==> config.mk <==
export PLATFORM = sky130hd
export DESIGN_NAME = ipc_mailbox
export DESIGN_NICKNAME = d
export VERILOG_FILES = /design/src/rtl/ipc_pkg.sv /design/src/rtl/ipc_queue.sv /design/src/rtl/ipc_side.sv /design/src/rtl/ipc_mailbox.sv
export SDC_FILE = /design/constraint.sdc
export NUM_CORES = 1
export LEC_CHECK = 0
export BUFFER_PORTS_ARGS = -buffer_cell sky130_fd_sc_hd__buf_4
export CAP_MARGIN = 5
export CORE_MARGIN = 10
export CORE_UTILIZATION = 30
export DETAILED_ROUTE_END_ITERATION = 8
export GPL_TIMING_DRIVEN = 0
export PLACE_DENSITY = 0.41
export SLEW_MARGIN = 20
export SYNTH_ARGS = -nofsm -noshare
export SYNTH_HDL_FRONTEND = slang
export SYNTH_SLANG_ARGS = --single-unit
==> constraint.sdc <==
create_clock -name clk -period 8.7 [get_ports clk]
set_input_delay 0 -clock clk [delete_from_list [all_inputs] [get_ports clk]]
set_output_delay 0 -clock clk [all_outputs]
set_load 0.05 [all_outputs]
==> src/rtl/ipc_pkg.sv <==
package ipc_pkg;
  localparam int CTL_W   = 16;
  localparam int B_TXE   = 0;
  localparam int B_TXF   = 1;
  localparam int B_SIE   = 2;
  localparam int B_FLUSH = 3;
  localparam int B_RXE   = 8;
  localparam int B_RXF   = 9;
  localparam int B_RIE   = 10;
  localparam int B_ERR   = 14;
  localparam int B_EN    = 15;
  localparam int NSIDE   = 2;

  typedef struct packed {
    logic en;
    logic sie;
    logic rie;
  } side_cfg_t;
endpackage

==> src/rtl/ipc_queue.sv <==
module ipc_queue #(
  parameter int WIDTH = 32,
  parameter int DEPTH = 16
) (
  input  logic             clk,
  input  logic             rst_n,
  input  logic             push,
  input  logic [WIDTH-1:0] push_data,
  input  logic             pop,
  input  logic             flush,
  output logic [WIDTH-1:0] head_data,
  output logic             empty,
  output logic             full,
  output logic             nxt_zero
);
  localparam int AW = (DEPTH > 1) ? $clog2(DEPTH) : 1;
  localparam int CW = $clog2(DEPTH + 1);
  localparam logic [AW-1:0] LAST  = AW'(DEPTH - 1);
  localparam logic [CW-1:0] FULLC = CW'(DEPTH);

  logic [WIDTH-1:0] store [DEPTH];
  logic [AW-1:0]    wr_ptr, rd_ptr;
  logic [CW-1:0]    count, count_nxt;
  logic             push_eff, pop_eff;

  function automatic logic [AW-1:0] adv(input logic [AW-1:0] p);
    return (p == LAST) ? '0 : p + AW'(1);
  endfunction

  assign push_eff = push && !flush;
  assign pop_eff  = pop && !flush;

  always_comb begin
    if (flush) count_nxt = '0;
    else       count_nxt = count + CW'(push_eff) - CW'(pop_eff);
  end

  always_ff @(posedge clk) begin
    if (push_eff) store[wr_ptr] <= push_data;
  end

  always_ff @(posedge clk or negedge rst_n) begin
    if (!rst_n) begin
      wr_ptr <= '0;
      rd_ptr <= '0;
      count  <= '0;
    end else begin
      if (flush) begin
        wr_ptr <= '0;
        rd_ptr <= '0;
      end else begin
        if (push_eff) wr_ptr <= adv(wr_ptr);
        if (pop_eff)  rd_ptr <= adv(rd_ptr);
      end
      count <= count_nxt;
    end
  end

  assign head_data = store[rd_ptr];
  assign empty     = (count == '0);
  assign full      = (count == FULLC);
  assign nxt_zero  = (count_nxt == '0);

  p_count_bound_r1: assert property (@(posedge clk) disable iff (!rst_n)
    count <= FULLC);
  p_no_overflow_r2: assert property (@(posedge clk) disable iff (!rst_n)
    push |-> !full);
  p_no_underflow_r3: assert property (@(posedge clk) disable iff (!rst_n)
    pop |-> !empty);
  p_flush_empties_r8: assert property (@(posedge clk) disable iff (!rst_n)
    flush |=> empty);
  p_simul_count_r12: assert property (@(posedge clk) disable iff (!rst_n)
    (push && pop && !flush) |=> $stable(count));
endmodule

==> src/rtl/ipc_side.sv <==
module ipc_side
  import ipc_pkg::*;
(
  input  logic             clk,
  input  logic             rst_n,
  input  logic             ctl_we,
  input  logic [CTL_W-1:0] ctl_wdata,
  output logic [CTL_W-1:0] ctl_rdata,
  input  logic             tx_valid,
  output logic             tx_ready,
  input  logic             rx_take,
  output logic             rx_valid,
  input  logic             own_empty,
  input  logic             own_full,
  input  logic             own_nxt_zero,
  input  logic             peer_empty,
  input  logic             peer_full,
  input  logic             peer_nxt_zero,
  input  logic             peer_push,
  input  logic             peer_pop,
  input  logic             peer_flush,
  output logic             push,
  output logic             pop,
  output logic             flush,
  output logic             irq_tx_empty,
  output logic             irq_rx_nempty
);
  side_cfg_t cfg, cfg_n;
  logic      err, err_n;
  logic      ovf, unf, err_clr;
  logic      irq_tx_n, irq_rx_n;
  logic      unused_wbits;

  always_comb begin
    cfg_n = cfg;
    if (ctl_we) begin
      cfg_n.en  = ctl_wdata[B_EN];
      cfg_n.sie = ctl_wdata[B_SIE];
      cfg_n.rie = ctl_wdata[B_RIE];
    end
  end

  assign flush = ctl_we && ctl_wdata[B_FLUSH];
  assign push  = tx_valid && cfg.en && !own_full && !flush;
  assign pop   = rx_take && cfg.en && !peer_empty && !peer_flush;
  assign ovf   = tx_valid && cfg.en && own_full;
  assign unf   = rx_take && cfg.en && peer_empty;
  assign err_clr = (ctl_we && ctl_wdata[B_ERR]) || push || peer_push;

  always_comb begin
    if (ovf || unf)   err_n = 1'b1;
    else if (err_clr) err_n = 1'b0;
    else              err_n = err;
  end

  assign irq_tx_n = cfg_n.sie && own_nxt_zero && (ctl_we || peer_pop);
  assign irq_rx_n = cfg_n.rie && ((ctl_we && !peer_nxt_zero) || peer_push);

  always_ff @(posedge clk or negedge rst_n) begin
    if (!rst_n) begin
      cfg           <= '0;
      err           <= 1'b0;
      irq_tx_empty  <= 1'b0;
      irq_rx_nempty <= 1'b0;
    end else begin
      cfg           <= cfg_n;
      err           <= err_n;
      irq_tx_empty  <= irq_tx_n;
      irq_rx_nempty <= irq_rx_n;
    end
  end

  assign tx_ready = cfg.en && !own_full;
  assign rx_valid = cfg.en && !peer_empty;

  always_comb begin
    ctl_rdata         = '0;
    ctl_rdata[B_TXE]  = own_empty;
    ctl_rdata[B_TXF]  = own_full;
    ctl_rdata[B_SIE]  = cfg.sie;
    ctl_rdata[B_RXE]  = peer_empty;
    ctl_rdata[B_RXF]  = peer_full;
    ctl_rdata[B_RIE]  = cfg.rie;
    ctl_rdata[B_ERR]  = err;
    ctl_rdata[B_EN]   = cfg.en;
  end

  assign unused_wbits = ^{ctl_wdata[13:11], ctl_wdata[9:4], ctl_wdata[1:0]};

  p_disabled_idle_r4: assert property (@(posedge clk) disable iff (!rst_n)
    !cfg.en |-> (!push && !pop));
  p_overflow_err_r2: assert property (@(posedge clk) disable iff (!rst_n)
    (tx_valid && cfg.en && own_full) |=> err);
  p_underflow_err_r3: assert property (@(posedge clk) disable iff (!rst_n)
    (rx_take && cfg.en && peer_empty) |=> err);
  p_w1c_r7: assert property (@(posedge clk) disable iff (!rst_n)
    (ctl_we && ctl_wdata[B_ERR] && !tx_valid && !rx_take) |=> !err);
  p_irq_tx_cause_r9: assert property (@(posedge clk) disable iff (!rst_n)
    irq_tx_empty |-> (own_empty && cfg.sie));
  p_irq_rx_cause_r10: assert property (@(posedge clk) disable iff (!rst_n)
    irq_rx_nempty |-> cfg.rie);
endmodule

==> src/rtl/ipc_mailbox.sv <==
module ipc_mailbox
  import ipc_pkg::*;
#(
  parameter int DATA_W = 32,
  parameter int DEPTH  = 16
) (
  input  logic              clk,
  input  logic              rst_n,
  input  logic              a_ctl_we,
  input  logic [CTL_W-1:0]  a_ctl_wdata,
  output logic [CTL_W-1:0]  a_ctl_rdata,
  input  logic              a_tx_valid,
  input  logic [DATA_W-1:0] a_tx_data,
  output logic              a_tx_ready,
  input  logic              a_rx_take,
  output logic              a_rx_valid,
  output logic [DATA_W-1:0] a_rx_data,
  output logic              a_irq_tx_empty,
  output logic              a_irq_rx_nempty,
  input  logic              b_ctl_we,
  input  logic [CTL_W-1:0]  b_ctl_wdata,
  output logic [CTL_W-1:0]  b_ctl_rdata,
  input  logic              b_tx_valid,
  input  logic [DATA_W-1:0] b_tx_data,
  output logic              b_tx_ready,
  input  logic              b_rx_take,
  output logic              b_rx_valid,
  output logic [DATA_W-1:0] b_rx_data,
  output logic              b_irq_tx_empty,
  output logic              b_irq_rx_nempty
);
  logic              ctl_we    [NSIDE];
  logic [CTL_W-1:0]  ctl_wdata [NSIDE];
  logic [CTL_W-1:0]  ctl_rdata [NSIDE];
  logic              tx_valid  [NSIDE];
  logic [DATA_W-1:0] tx_data   [NSIDE];
  logic              tx_ready  [NSIDE];
  logic              rx_take   [NSIDE];
  logic              rx_valid  [NSIDE];
  logic [DATA_W-1:0] rx_data   [NSIDE];
  logic              irq_txe   [NSIDE];
  logic              irq_rxn   [NSIDE];
  logic              push_w    [NSIDE];
  logic              pop_w     [NSIDE];
  logic              flush_w   [NSIDE];
  logic [DATA_W-1:0] head_w    [NSIDE];
  logic              empty_w   [NSIDE];
  logic              full_w    [NSIDE];
  logic              nz_w      [NSIDE];

  assign ctl_we[0]    = a_ctl_we;
  assign ctl_wdata[0] = a_ctl_wdata;
  assign tx_valid[0]  = a_tx_valid;
  assign tx_data[0]   = a_tx_data;
  assign rx_take[0]   = a_rx_take;
  assign ctl_we[1]    = b_ctl_we;
  assign ctl_wdata[1] = b_ctl_wdata;
  assign tx_valid[1]  = b_tx_valid;
  assign tx_data[1]   = b_tx_data;
  assign rx_take[1]   = b_rx_take;

  assign a_ctl_rdata     = ctl_rdata[0];
  assign a_tx_ready      = tx_ready[0];
  assign a_rx_valid      = rx_valid[0];
  assign a_rx_data       = rx_data[0];
  assign a_irq_tx_empty  = irq_txe[0];
  assign a_irq_rx_nempty = irq_rxn[0];
  assign b_ctl_rdata     = ctl_rdata[1];
  assign b_tx_ready      = tx_ready[1];
  assign b_rx_valid      = rx_valid[1];
  assign b_rx_data       = rx_data[1];
  assign b_irq_tx_empty  = irq_txe[1];
  assign b_irq_rx_nempty = irq_rxn[1];

  for (genvar g = 0; g < NSIDE; g++) begin : g_side
    localparam int P = NSIDE - 1 - g;

    ipc_queue #(.WIDTH(DATA_W), .DEPTH(DEPTH)) u_q (
      .clk       (clk),
      .rst_n     (rst_n),
      .push      (push_w[g]),
      .push_data (tx_data[g]),
      .pop       (pop_w[P]),
      .flush     (flush_w[g]),
      .head_data (head_w[g]),
      .empty     (empty_w[g]),
      .full      (full_w[g]),
      .nxt_zero  (nz_w[g])
    );

    ipc_side u_side (
      .clk           (clk),
      .rst_n         (rst_n),
      .ctl_we        (ctl_we[g]),
      .ctl_wdata     (ctl_wdata[g]),
      .ctl_rdata     (ctl_rdata[g]),
      .tx_valid      (tx_valid[g]),
      .tx_ready      (tx_ready[g]),
      .rx_take       (rx_take[g]),
      .rx_valid      (rx_valid[g]),
      .own_empty     (empty_w[g]),
      .own_full      (full_w[g]),
      .own_nxt_zero  (nz_w[g]),
      .peer_empty    (empty_w[P]),
      .peer_full     (full_w[P]),
      .peer_nxt_zero (nz_w[P]),
      .peer_push     (push_w[P]),
      .peer_pop      (pop_w[P]),
      .peer_flush    (flush_w[P]),
      .push          (push_w[g]),
      .pop           (pop_w[g]),
      .flush         (flush_w[g]),
      .irq_tx_empty  (irq_txe[g]),
      .irq_rx_nempty (irq_rxn[g])
    );

    assign rx_data[g] = rx_valid[g] ? head_w[P] : '0;
  end

  p_rx_zero_when_idle_r4: assert property (@(posedge clk) disable iff (!rst_n)
    !a_rx_valid |-> (a_rx_data == '0));
  p_drain_sets_empty_r5: assert property (@(posedge clk) disable iff (!rst_n)
    (b_rx_take && b_rx_valid && !a_tx_valid && a_ctl_rdata[ipc_pkg::B_TXE] == 1'b0
     && nz_w[0]) |=> b_ctl_rdata[ipc_pkg::B_RXE]);
endmodule

==> metrics.md <==
| Metric | Value |
|---|---|
| Synth unique cells | 39 |
| Cell count after synthesis | 1881 |
| Area contributors post-synth | edfxtp_1 (74%), mux4_2 (14%), mux2i_1 (3.1%), dfrtp_1 (2.3%), o22ai_1 (0.98%) |
| Sequential area share after synthesis | roughly three quarters |
| Cell taking the most area after synthesis | edfxtp_1 |
| Max IR drop VDD | 201 uV |
| DIE AREA | approximately 150000 um^2 |
| Vias per std cell | about 4.7 |
| Critical path type | flop to flop |
| Effective utilization at floorplan | between 30% and 40% |
| DP Worst Slack | between 4 and 5 ns |
| Rows | about 140 |
| Highest-count cells in the layout ignoring fill and taps | edfxtp_1 (1024), mux4_2 (256), buf_4 (193) |
| Layout Utilization | 36.6% |
| Critical Path RT | 9.38 ns |
| Layout area overhead | 21.1% |
| Wire length per cell | 26.5 um |
| Root Driver | clkbuf_16 |
| Max Fclk | 0.237 GHz |
| Die Wd | around 390 um |
| Final Cycle Share | between 40% and 50% |
| Slew HR | around 23% |
| HPWL Detailed | 66200 um |
| Async SR Flop Fraction | around 3.6% |
| Clk_skew | around 0.043 ns |
| Initial antenna violation count | 8 |
| # resized after CTS | 0 |
| PD cells | 277 nW/um^2 |
| Min setup slack post-route | approximately 4.5 ns |
| Congestion Overflow GR | 0 |
| Max-Cap Viols | 0 |
| Io pins | between 200 and 250 |
| CTS max path bufs | 3 |
| Final Slew Violations | 0 |
| Clock sink count | approximately 1100 |
| Gr usage total | between 10 and 15% |
| Worst reg2reg path depth | 18 |
| Status | completed |
| Postcts setup bufs | 0 |
| DRC | 0 |
| CP Capture Type | flop |
| Design area | about 50000 um^2 |
| RSZ-0062 raised after global routing | no |
| Final Hold Vio Count | 0 |
| CTS clk-pin slew, worst paths | ~0.06 ns |
| Synthesized area | 41500 um^2 |
| Cell Area, Placed | ~45000 um^2 |
| Commonest non-fill, non-tap cell in the layout | edfxtp_1 |
| First-pass GRT wire length | approximately 160000 um |
| Min Tclk post-route | 4.21 ns |
| Setup TNS | 0 ns |
| Drt initial violations | between 1000 and 1500 |
| Die height | about 390 um |
| Startpoint Class | flop |
| DRT Pass-1 Iters | 5 |
| Hold Path Class | input pin to flop |
| Hold Crit Depth | 2 |
| Slew @ Worst Pin | ~1.2 ns |
| Hold_buf cts | roughly 100 |
| Post-synth EDFFs | between 1000 and 1500 |
| YS warnings | 0 |
| CTS tree | yes |
| Final setup fails | 0 |
| Flops & latches, synth | 1062 |
| Port Buf Inserts | ~170 |
| Total CTS buffers | 118 |
| CORE AREA | between 100000 and 150000 um^2 |
| Total Wirelength | 111000 um |
| Top-area cell type share of the netlist area | about 74% |
| Main synth FF type | edfxtp_1 |
| Number of global-route vias before repair | 22300 |
| GPL Wtd Cong | 0.704 |
| Worst-path fanout max | 7 |
| Final nets | ~2400 |
| CP Data Arrival Time | approximately 4.9 ns |
| Largest net degree at the start of global routing | 39 |
| Leakage power | around 0.016 uW |
| Worst reg2reg setup slack | ~4.5 ns |
| DRT antenna net count | 0 |
| Latest clock arrival within the worst-skew pair | 0.74 ns |
| Via Count | just under 20000 |
| Synthesized area per cell | between 20 and 25 um^2 |
| Layout cells sized above 1 | between 30% and 40% |
| H-tree depth | 3 |
layer usage:
layer / global-route usage [%] / vias to the layer above / part of all wire, %
li1: - / 8652 / -
met1: 17.4 / 10700 / 41
met2: 26.5 / 332 / 54
met3: 2.59 / 154 / 3.5
met4: 3.45 / 6 / 2.1
met5: 0 / - / 0.030
where the power goes:
part / internal [uW] / switching, uW / leakage [uW]
Sequential: 5740 / 58.5 / 0.00971
Combinational: 1340 / 1950 / 0.00448
Clock: 2760 / 2050 / 0.00185
Total: 9840 / 4060 / 0.0160
cells in the mapped netlist (all sizes together), types with 3 or more instances:
library cell,n
or3,5
nor2,22
nand3,14
xnor2,6
xor2,6
inv,25
buf,103
dfrtp,38
clkbuf,21
mux2i,130
and2,38
a21oi,18
mux4,256
a31oi,3
nand2b,7
nor3b,4
nand2,39
edfxtp,1024
nor2b,4
o22ai,65
o21ai,7
ha,22
state kept, by name, summed over array words and instances, names as in the netlist:
register                     cells
g_side.u_q.count                10
g_side.u_q.rd_ptr                8
g_side.u_q.store              1024
g_side.u_q.wr_ptr                8
g_side.u_side.ctl_rdata          6
g_side.u_side.err                2
g_side.u_side.irq_rx_nempty      2
g_side.u_side.irq_tx_empty       2
cell type report:
| cell class | count | area, um^2 |
|---|---|---|
| buffer | 124 | 774 |
| sequential | 1062 | 31700 |
| fill | 12700 | 87100 |
| multi-input combinational | 685 | 9040 |
| tap | 1794 | 2240 |
| clock inverter | 78 | 706 |
| antenna | 4 | 10.0 |
| clock buffer | 143 | 3050 |
| inverter | 25 | 93.8 |
| timing repair buffer | 284 | 2600 |
per-stage QoR:
stage | hold WS (ns) | instances | total power (uW)
after floorplan | -0.296 | 1896 | 8130
after global placement | 0.0105 | 3857 | 9180
after detailed placement | 0.0229 | 3871 | 9240
after CTS | 0.0303 | 4195 | 14100
after global routing | 0.0707 | 4197 | 14500
final | 0.104 | 4199 | 13900
worst paths after layout:
check                                         from                             end
min in group asynchronous                    rst_n  g_side[0].u_side.irq_rx_nempty
setup / recovery            g_side[1].u_q.count[3]   g_side[1].u_side.irq_tx_empty
hold / removal                       a_tx_data[11]      g_side[0].u_q.store[5][11]
setup reg to reg            g_side[1].u_q.count[3]   g_side[1].u_side.irq_tx_empty
hold reg to reg            g_side[0].u_q.wr_ptr[0]         g_side[0].u_q.wr_ptr[0]
max in group asynchronous                    rst_n         g_side[0].u_q.rd_ptr[1]
critical path, stage by stage, from the launching register on:
cell,delay (ns)
dfrtp_1,0.39
inv_1,0.08
ha_1,0.17
nor4b_2,0.43
nor2b_1,0.17
buf_2,0.22
nand2_1,0.23
nor2_1,0.07
ha_1,0.28
inv_1,0.06
ha_1,0.15
inv_1,0.06
fa_1,0.42
nand2b_1,0.17
a21oi_1,0.16
xnor2_1,0.22
a31oi_1,0.14
o22ai_1,0.16
dlygate4sd3_1,0.56
kinds of logic (layout without fill, tap and decap cells):
kind of cell,count (synthesis),in the layout,synth area share [%]
compound gates,102,102,1.52
xor+xnor,12,12,0.253
fa+ha+maj,24,24,0.760
buf+inv,149,654,2.08
flops,1062,1062,76.4
mux,388,388,17.1
other cells,1,20,0.00904
simple gates,143,143,1.83
Power figures use the tool's default switching activity.
